$ cat src/rtl/stcf_pkg.sv
package stcf_pkg;
   localparam int DATA_W = 32;
   localparam logic [7:0] OFS_REV    = 8'h00;
   localparam logic [7:0] OFS_SYSCFG = 8'h10;
   localparam logic [7:0] OFS_ISTAT  = 8'h18;
   localparam logic [7:0] OFS_IEN    = 8'h1C;
   localparam logic [7:0] OFS_GAIN   = 8'h24;
   localparam logic [7:0] OFS_COEF   = 8'h28;
   localparam logic [7:0] OFS_CTRL   = 8'h2C;
   localparam int CTRL_EN   = 0;
   localparam int CTRL_WREN = 1;
   localparam int CTRL_DONE = 2;
   localparam int SYS_AIDLE = 0;
   localparam int IRQ_LOAD  = 0;
endpackage

$ cat src/rtl/stcf_coef_mem.sv
module stcf_coef_mem #(
   parameter int DEPTH     = 128,
   parameter int CW        = 16,
   parameter bit MEM_RESET = 1'b1,
   localparam int IDXW     = $clog2(DEPTH),
   localparam int CNTW     = $clog2(DEPTH + 1)
) (
   input  logic            clk,
   input  logic            rst_n,
   input  logic            wr_strobe,
   input  logic [CW-1:0]   wr_data,
   input  logic            wren,
   input  logic            arm,
   input  logic [IDXW-1:0] rd_idx,
   output logic [CW-1:0]   rd_data,
   output logic            full,
   output logic            fill_pulse
);
   logic [CNTW-1:0] cnt;
   logic [CW-1:0]   mem [DEPTH];
   logic            fire;

   assign full       = (cnt == CNTW'(DEPTH));
   assign fire       = wr_strobe & wren & ~full;
   assign fill_pulse = fire & (cnt == CNTW'(DEPTH - 1));
   assign rd_data    = mem[rd_idx];

   always_ff @(posedge clk or negedge rst_n) begin
      if (!rst_n)    cnt <= '0;
      else if (arm)  cnt <= '0;
      else if (fire) cnt <= cnt + 1'b1;
   end

   generate
      if (MEM_RESET) begin : g_mem_rst
         always_ff @(posedge clk or negedge rst_n) begin
            if (!rst_n) begin
               for (int i = 0; i < DEPTH; i++) mem[i] <= '0;
            end else if (fire) begin
               mem[cnt[IDXW-1:0]] <= wr_data;
            end
         end
      end else begin : g_mem_plain
         always_ff @(posedge clk) begin
            if (fire) mem[cnt[IDXW-1:0]] <= wr_data;
         end
      end
   endgenerate
endmodule

$ cat src/rtl/stcf_ctrl_regs.sv
module stcf_ctrl_regs
   import stcf_pkg::*;
#(
   parameter int ADDR_W     = 8,
   parameter int GW         = 16,
   parameter bit AIDLE_RST  = 1'b1
) (
   input  logic              clk,
   input  logic              rst_n,
   input  logic              wr,
   input  logic [ADDR_W-1:0] addr,
   input  logic [DATA_W-1:0] wdata,
   input  logic              fill_pulse,
   output logic              aidle,
   output logic              st_en,
   output logic              wren,
   output logic              arm,
   output logic              istat,
   output logic              ien,
   output logic [GW-1:0]     gain0,
   output logic [GW-1:0]     gain1
);
   logic hit_sys, hit_ist, hit_ien, hit_gain, hit_ctrl;

   assign hit_sys  = wr & (addr == ADDR_W'(OFS_SYSCFG));
   assign hit_ist  = wr & (addr == ADDR_W'(OFS_ISTAT));
   assign hit_ien  = wr & (addr == ADDR_W'(OFS_IEN));
   assign hit_gain = wr & (addr == ADDR_W'(OFS_GAIN));
   assign hit_ctrl = wr & (addr == ADDR_W'(OFS_CTRL));
   assign arm      = hit_ctrl & wdata[CTRL_WREN] & ~wren;

   always_ff @(posedge clk or negedge rst_n) begin
      if (!rst_n) begin
         aidle <= AIDLE_RST;
         st_en <= 1'b0;
         wren  <= 1'b0;
         ien   <= 1'b0;
         gain0 <= '0;
         gain1 <= '0;
      end else begin
         if (hit_sys) aidle <= wdata[SYS_AIDLE];
         if (hit_ien) ien   <= wdata[IRQ_LOAD];
         if (hit_ctrl) begin
            st_en <= wdata[CTRL_EN];
            wren  <= wdata[CTRL_WREN];
         end
         if (hit_gain) begin
            gain0 <= wdata[GW-1:0];
            gain1 <= wdata[2*GW-1:GW];
         end
      end
   end

   always_ff @(posedge clk or negedge rst_n) begin
      if (!rst_n)                           istat <= 1'b0;
      else if (fill_pulse)                  istat <= 1'b1;
      else if (hit_ist & wdata[IRQ_LOAD])   istat <= 1'b0;
   end
endmodule

$ cat src/rtl/stcf_regfile.sv
module stcf_regfile
   import stcf_pkg::*;
#(
   parameter int          ADDR_W    = 8,
   parameter int          DEPTH     = 128,
   parameter int          CW        = 16,
   parameter int          GW        = 16,
   parameter logic [31:0] REVISION  = 32'h0000_0010,
   parameter bit          MEM_RESET = 1'b1,
   localparam int         IDXW      = $clog2(DEPTH)
) (
   input  logic              clk,
   input  logic              rst_n,
   input  logic              bus_en,
   input  logic              bus_we,
   input  logic [ADDR_W-1:0] bus_addr,
   input  logic [DATA_W-1:0] bus_wdata,
   output logic [DATA_W-1:0] bus_rdata,
   input  logic [IDXW-1:0]   coef_raddr,
   output logic [CW-1:0]     coef_rdata,
   output logic [GW-1:0]     gain0,
   output logic [GW-1:0]     gain1,
   output logic              st_enable,
   output logic              clk_gate_req,
   output logic              irq
);
   generate
      if (ADDR_W < 6)            begin : g_bad_aw   $error("ADDR_W must cover offset 0x2C"); end
      if (DEPTH < 2 || (1 << IDXW) != DEPTH)
                                 begin : g_bad_dep  $error("DEPTH must be a power of two >= 2"); end
      if (CW > DATA_W)           begin : g_bad_cw   $error("CW exceeds bus width"); end
      if (2 * GW > DATA_W)       begin : g_bad_gw   $error("two gains must fit the bus word"); end
   endgenerate

   logic bus_wr, coef_wr;
   logic aidle, coef_wren, arm, istat, ien;
   logic load_done, fill_pulse;

   assign bus_wr  = bus_en & bus_we;
   assign coef_wr = bus_wr & (bus_addr == ADDR_W'(OFS_COEF));

   stcf_ctrl_regs #(.ADDR_W(ADDR_W), .GW(GW), .AIDLE_RST(1'b1)) u_regs (
      .clk        (clk),
      .rst_n      (rst_n),
      .wr         (bus_wr),
      .addr       (bus_addr),
      .wdata      (bus_wdata),
      .fill_pulse (fill_pulse),
      .aidle      (aidle),
      .st_en      (st_enable),
      .wren       (coef_wren),
      .arm        (arm),
      .istat      (istat),
      .ien        (ien),
      .gain0      (gain0),
      .gain1      (gain1)
   );

   stcf_coef_mem #(.DEPTH(DEPTH), .CW(CW), .MEM_RESET(MEM_RESET)) u_mem (
      .clk        (clk),
      .rst_n      (rst_n),
      .wr_strobe  (coef_wr),
      .wr_data    (bus_wdata[CW-1:0]),
      .wren       (coef_wren),
      .arm        (arm),
      .rd_idx     (coef_raddr),
      .rd_data    (coef_rdata),
      .full       (load_done),
      .fill_pulse (fill_pulse)
   );

   assign clk_gate_req = aidle & ~st_enable;
   assign irq          = istat & ien;

   always_comb begin
      bus_rdata = '0;
      if (bus_addr == ADDR_W'(OFS_REV)) begin
         bus_rdata = REVISION;
      end else if (bus_addr == ADDR_W'(OFS_SYSCFG)) begin
         bus_rdata[SYS_AIDLE] = aidle;
      end else if (bus_addr == ADDR_W'(OFS_ISTAT)) begin
         bus_rdata[IRQ_LOAD] = istat;
      end else if (bus_addr == ADDR_W'(OFS_IEN)) begin
         bus_rdata[IRQ_LOAD] = ien;
      end else if (bus_addr == ADDR_W'(OFS_GAIN)) begin
         bus_rdata[2*GW-1:0] = {gain1, gain0};
      end else if (bus_addr == ADDR_W'(OFS_CTRL)) begin
         bus_rdata[CTRL_EN]   = st_enable;
         bus_rdata[CTRL_WREN] = coef_wren;
         bus_rdata[CTRL_DONE] = load_done;
      end
   end
endmodule

$ cat config.mk
export PLATFORM = sky130hd
export DESIGN_NAME = stcf_regfile
export DESIGN_NICKNAME = d
export VERILOG_FILES = /design/src/rtl/stcf_pkg.sv /design/src/rtl/stcf_coef_mem.sv /design/src/rtl/stcf_ctrl_regs.sv /design/src/rtl/stcf_regfile.sv
export SDC_FILE = /design/constraint.sdc
export NUM_CORES = 2
export LEC_CHECK = 0
export BUFFER_PORTS_ARGS = -buffer_cell sky130_fd_sc_hd__buf_2
export CAP_MARGIN = 40
export CORE_MARGIN = 5
export CORE_UTILIZATION = 51
export DETAILED_ROUTE_END_ITERATION = 16
export PLACE_DENSITY = 0.77
export SLEW_MARGIN = 20
export SYNTH_ARGS = -nofsm -noshare
export SYNTH_HDL_FRONTEND = slang
export SYNTH_SLANG_ARGS = --single-unit
$ cat constraint.sdc
create_clock -name clk -period 4.94 [get_ports clk]
set_input_delay 0.494 -clock clk [delete_from_list [all_inputs] [get_ports clk]]
set_output_delay 0.494 -clock clk [all_outputs]
set_load 0.02 [all_outputs]
Word-level counts from Yosys, hierarchy flattened --
Index checks and enable logic that the tools add are counted. W data, S select, Z words.
Word-level totals: output and inout port bits 83, flip-flop bits (word level) 2093, logic and storage cells 192
Cells by class: eq/ne operators 8, add/subtract/negate cells 1, multiplexer cells 20, reduce and logical (&&, ||, !) cells 4, order comparisons 3, bitwise gates (word level) 20
Operators by type and width (number):
- $bwmux W2048 | 1
- $bmux W16 S7 | 1
- $demux W16 S7 | 1
- $mux W31 | 3
- $mux W16 | 3
- $mux W32 | 1
- $mux W29 | 1
- $eq A8 B5 Y1 const B | 3
- $eq A8 B6 Y1 const B | 3
- $ge A8 B8 Y1 const B | 2
- $mux W8 | 2
- $not A7 Y8 | 2
- $and A1 B1 Y1 | 15
- $add A8 B1 Y8 const B | 1
- $eq A8 B7 Y1 const B | 1
- $eq A8 B8 Y1 const B | 1
- $logic_not A8 Y1 | 1
- $lt A8 B1 Y1 const B | 1
- $mux W3 | 2
- $mux W1 | 5
- $reduce_bool A2 Y1 | 2
- $not A1 Y1 | 3
- $logic_and A1 B1 Y1 | 1

Logic depth before layout (Yosys ltp) --
depth in word-level cells 7, mapped depth 10, depth with buffers taken out 7

Modules after synthesis --
From an unflattened synthesis, not the netlist that was laid out.
Unflattened totals: cell total of the unflattened synthesis 5695, area total of the unflattened synthesis 94991.1 sq um
Modules (own cells, without submodules):
- stcf_coef_mem | cells an instance 5543, area each 92990.4 sq um, times used 1
- stcf_ctrl_regs | cells an instance 89, area each 1585.3 sq um, times used 1
- stcf_regfile | cells an instance 63, area each 415.4 sq um, times used 1

Least setup slack after synthesis --
Ideal clock, no wire load.
path kind input -> output, start point input port coef_raddr[0], end point output port coef_rdata[0], stages on the path 6, data arrival time 2.938 ns, slack 1.508 ns, cell sequence buf_2 -> buf_1 -> mux4_2 -> mux4_2 -> mux4_2 -> mux2_2
On the way: longest elaborated chain between the ends 4
RTL lines:
- start: declaration | line stcf_regfile.sv:19 | input logic [IDXW-1:0] coef_raddr,
- $not A7 Y8 (not written as such) | line stcf_coef_mem.sv:26 | assign rd_data = mem[rd_idx];
- $bmux W16 S7 | line stcf_coef_mem.sv:26
- $mux W16 (not written as such) (2 in a row) | line stcf_coef_mem.sv:26
- end: declaration | line stcf_regfile.sv:20 | output logic [CW-1:0] coef_rdata,
No other way between the ends. The select of a mux whose other input is x is not followed.

Final worst setup path --
start point input port coef_raddr[0], end point output port coef_rdata[14]
Same word-level chain as after synthesis.

==> impl_metrics.toml <==
[status]
status = "finished clean"

[yosys]
avgSynthCellArea_sq_um = 16.7
ys_seq_area_share_pct = 55.2
synth_edf_count = 0
netlist_top_cells_area = "dfrtp_1 (55%), mux2_2 (25%), mux4_2 (16%)"
ys_warn_count = 0
yosys.area.top_type = "dfrtp_1"
async_reset_ff_share_pct = 100
synth_nets = 5724
syn_inst = 5671
ys_types = 40
synth_top_flop_cell = "dfrtp_1"
synth_area_sq_um = 94800
synth-seq-cells = 2093
netlist.area_leader.share_pct = 55.2

[setup_path]
rrSetupSlack_ns = 1.50
crit_cells = 8
crit_type = "primary input to output port"
cp.arrival_ns = 3.66
r2r_cells = 8
crit_path_top_delay_cell = "mux4_2"
cp_top_family = "multiplexers"
r2r-start = "u_mem.cnt[0]$_DFFE_PN0P_"
crit_start = "coef_raddr[0]"
crit_end = "coef_rdata[14]"
crit_path_max_fanout = 25
crit_required_ns = 4.45
cp-end-kind = "output port"
max_stage_delay_ns = 0.62
r2r_end = "u_mem.mem[1302]$_DFFE_PN0P_"
cp_common_cell = "mux4_2"
cp_cell_sequence = "buf_8, buf_12, buf_4, mux4_2, mux4_2, mux4_2, mux2_2, buf_2"
crit_buf_inv = 4
crit_path_start_kind = "primary input"

[global_routing]
grt_pass1_vias = 56500
grt_start_max_net_pins = 167
grt_pass1_wl_um = 370000
grt_overflow_total = 0
grt.total_usage_pct = 25.2
antenna_found_initial = 11

[drt]
num_vias = 52600
drt-total-wl_um = 241000
first_pass_iters = 7
ant_nets = 0
via_per_inst = 6.25
wl_per_cell_um = 28.6
drcViolationCount = 0
drt_iter0_drc = 4606

[sta]
clock-skew-final_ns = 0.0336
tightestPinTransition_ns = 1.05
worst_slack_ns = 0.784
hold_viol = 0
rsz0062_at_grt = "false"
finalSetupTns_ns = 0
slew_headroom_pct = 30.3
slew_violations = 0
fmax_mhz = 241
finalCritPeriodShare_pct = 84.1
period_needed_ns = 4.16
setup_viol = 0

[place]
place_inst = 8015
routabilityCongestion = 0.877
hpwl_um = 148000
numPortBuffers = 133
pre_cts_slack_ns = 0.772

[finish]
drive_gt1_share_pct = 59.6
area_growth_pct = 12.4
final_cells = 8419
fin_nets = 5818
layout_common_cells = "mux2_2 (2100), dfrtp_1 (2092), mux4_2 (672)"
layout_commonest_cell = "mux2_2"

[die]
dieArea_sq_um = 195000
rows = 158
die_w_um = 441
io_pins = 134
die_height_um = 441
initial_core_util_pct = 51.2
core_sq_um = 185000

[worst_hold_path]
hold_class = "primary input to flop"

[clock_network]
root_buffer = "clkbuf_16"
cts_sinks = 2093
cts_resized = 0
clk_pin_slew_ns = 0.06
numCtsBuffers = 205
clockBufferDepth = 3
clk_latency_ns = 0.85
cts_max_level = 4
cts_tree = "built"

[power_and_ir_drop]
p_leak_nw = 51.6
finalPower_mw = 34.7
ir_drop_mv = 0.379
p_per_area_nw_per_um2 = 326

[job]
drv_cap = 0
-- power breakdown --
| part | internal [mW] | total [mW] | switching (mW) |
|---|---|---|---|
| combinational | 0.397 | 1.42 | 1.02 |
| clock | 9.45 | 16.2 | 6.72 |
| sequential | 17.2 | 17.2 | 0.00706 |
-- registers in the layout (all words and copies together), names as in the netlist --
signal        flops
u_regs.ien        1
u_regs.aidle      1
u_mem.cnt         8
u_regs.gain1     16
u_mem.mem      2048
u_regs.st_en      1
u_regs.istat      1
u_regs.wren       1
u_regs.gain0     16
-- cell usage after synthesis, types with 2 or more instances --
master       n
buf_2      157
ha_1         2
and4_1       2
nand4_1      5
nor3b_1      2
nand3_2      5
or3_1        3
buf_1       32
nand2_1     33
and2_1      32
xor2_1       5
nor3_1       9
nand2_2     10
mux2i_1      2
xnor2_1      2
nand3_1     17
mux4_2     672
nor4b_1      2
nand2b_1     4
dfrtp_1   2092
inv_1        2
nor2_2      12
mux2_2    2100
a21oi_1      4
clkbuf_1   331
buf_4       12
nor2_1     108
and3_1       2
-- area by class of cell --
class                      instances  area (sq um)
timing repair buffer             420          3850
antenna                            5          12.5
clock inverter                    68           912
tap                             2480          3100
fill                           13700         78700
multi-input combinational       3042         40200
clock buffer                     308          6090
inverter                           3          11.3
sequential                      2093         52400
-- cell families (layout without fill, tap and decap cells) --
logic type / after synthesis / after routing / synth area share [%]
muxes: 2774 / 2774 / 40.9
adders and majority gates: 2 / 2 / 0.0264
other: 0 / 5 / 0
xor gates and xnor gates: 7 / 7 / 0.0647
buffers and inverters: 536 / 799 / 2.38
and+or+nand+nor: 250 / 250 / 1.29
DFF: 2093 / 2093 / 55.2
AOI/OAI and AO/OA: 9 / 9 / 0.0607
-- how the worst min path moves through the flow --
stage / startpoint / end / slack [ns] / cells past startpoint
floorplan: rst_n / u_mem.cnt[0]$_DFFE_PN0P_ / 0.20 / 0
global placement: rst_n / u_mem.mem[1231]$_DFFE_PN0P_ / 0.48 / 1
detailed placement: rst_n / u_mem.mem[1231]$_DFFE_PN0P_ / 0.49 / 1
CTS: bus_wdata[12] / u_regs.gain0[12]$_DFFE_PN0P_ / 0.05 / 2
global route: bus_wdata[12] / u_regs.gain0[12]$_DFFE_PN0P_ / 0.08 / 2
finish: bus_wdata[12] / u_regs.gain0[12]$_DFFE_PN0P_ / 0.10 / 2
-- worst reg2reg max path, stage by stage, from the launching register on --
cell and delay [ns]:
dfrtp_1 0.40, clkinv_1 0.22, ha_1 0.26, nand2_1 0.11, or3b_2 0.51, nand3_1 0.47, nor2_1 0.65, buf_4 0.34
mux2_2 0.36
-- metrics by stage --
stage          utilization (%)  hold slack, ns  area [sq um]
5_1_grt                   57.5          0.0824        107000
4_1_cts                   57.4          0.0519        106000
3_5_place_dp              53.6           0.486         99200
3_3_place_gp              53.4           0.479         98900
2_1_floorplan                -           0.198         94800
6_report                  57.5           0.104        107000
-- per-layer routing --
| layer | up-vias | wire (um) | GRT usage, % |
|---|---|---|---|
| met1 | 29200 | 99900 | 35.2 |
| met3 | 424 | 15800 | 4.69 |
| met4 | 0 | 7960 | 8.25 |
| met5 | - | 0 | 0 |
| met2 | 1649 | 117000 | 40.5 |
| li1 | 21400 | - | - |
-- repair_timing --
item / CTS / global route
setup endpoints to repair: 0 / 0
setup buffers: 0 / 0
endpoints found under the hold margin: 66 / 0
hold buffers: 17 / 0
No activity file was read; power rests on OpenSTA's default activity.
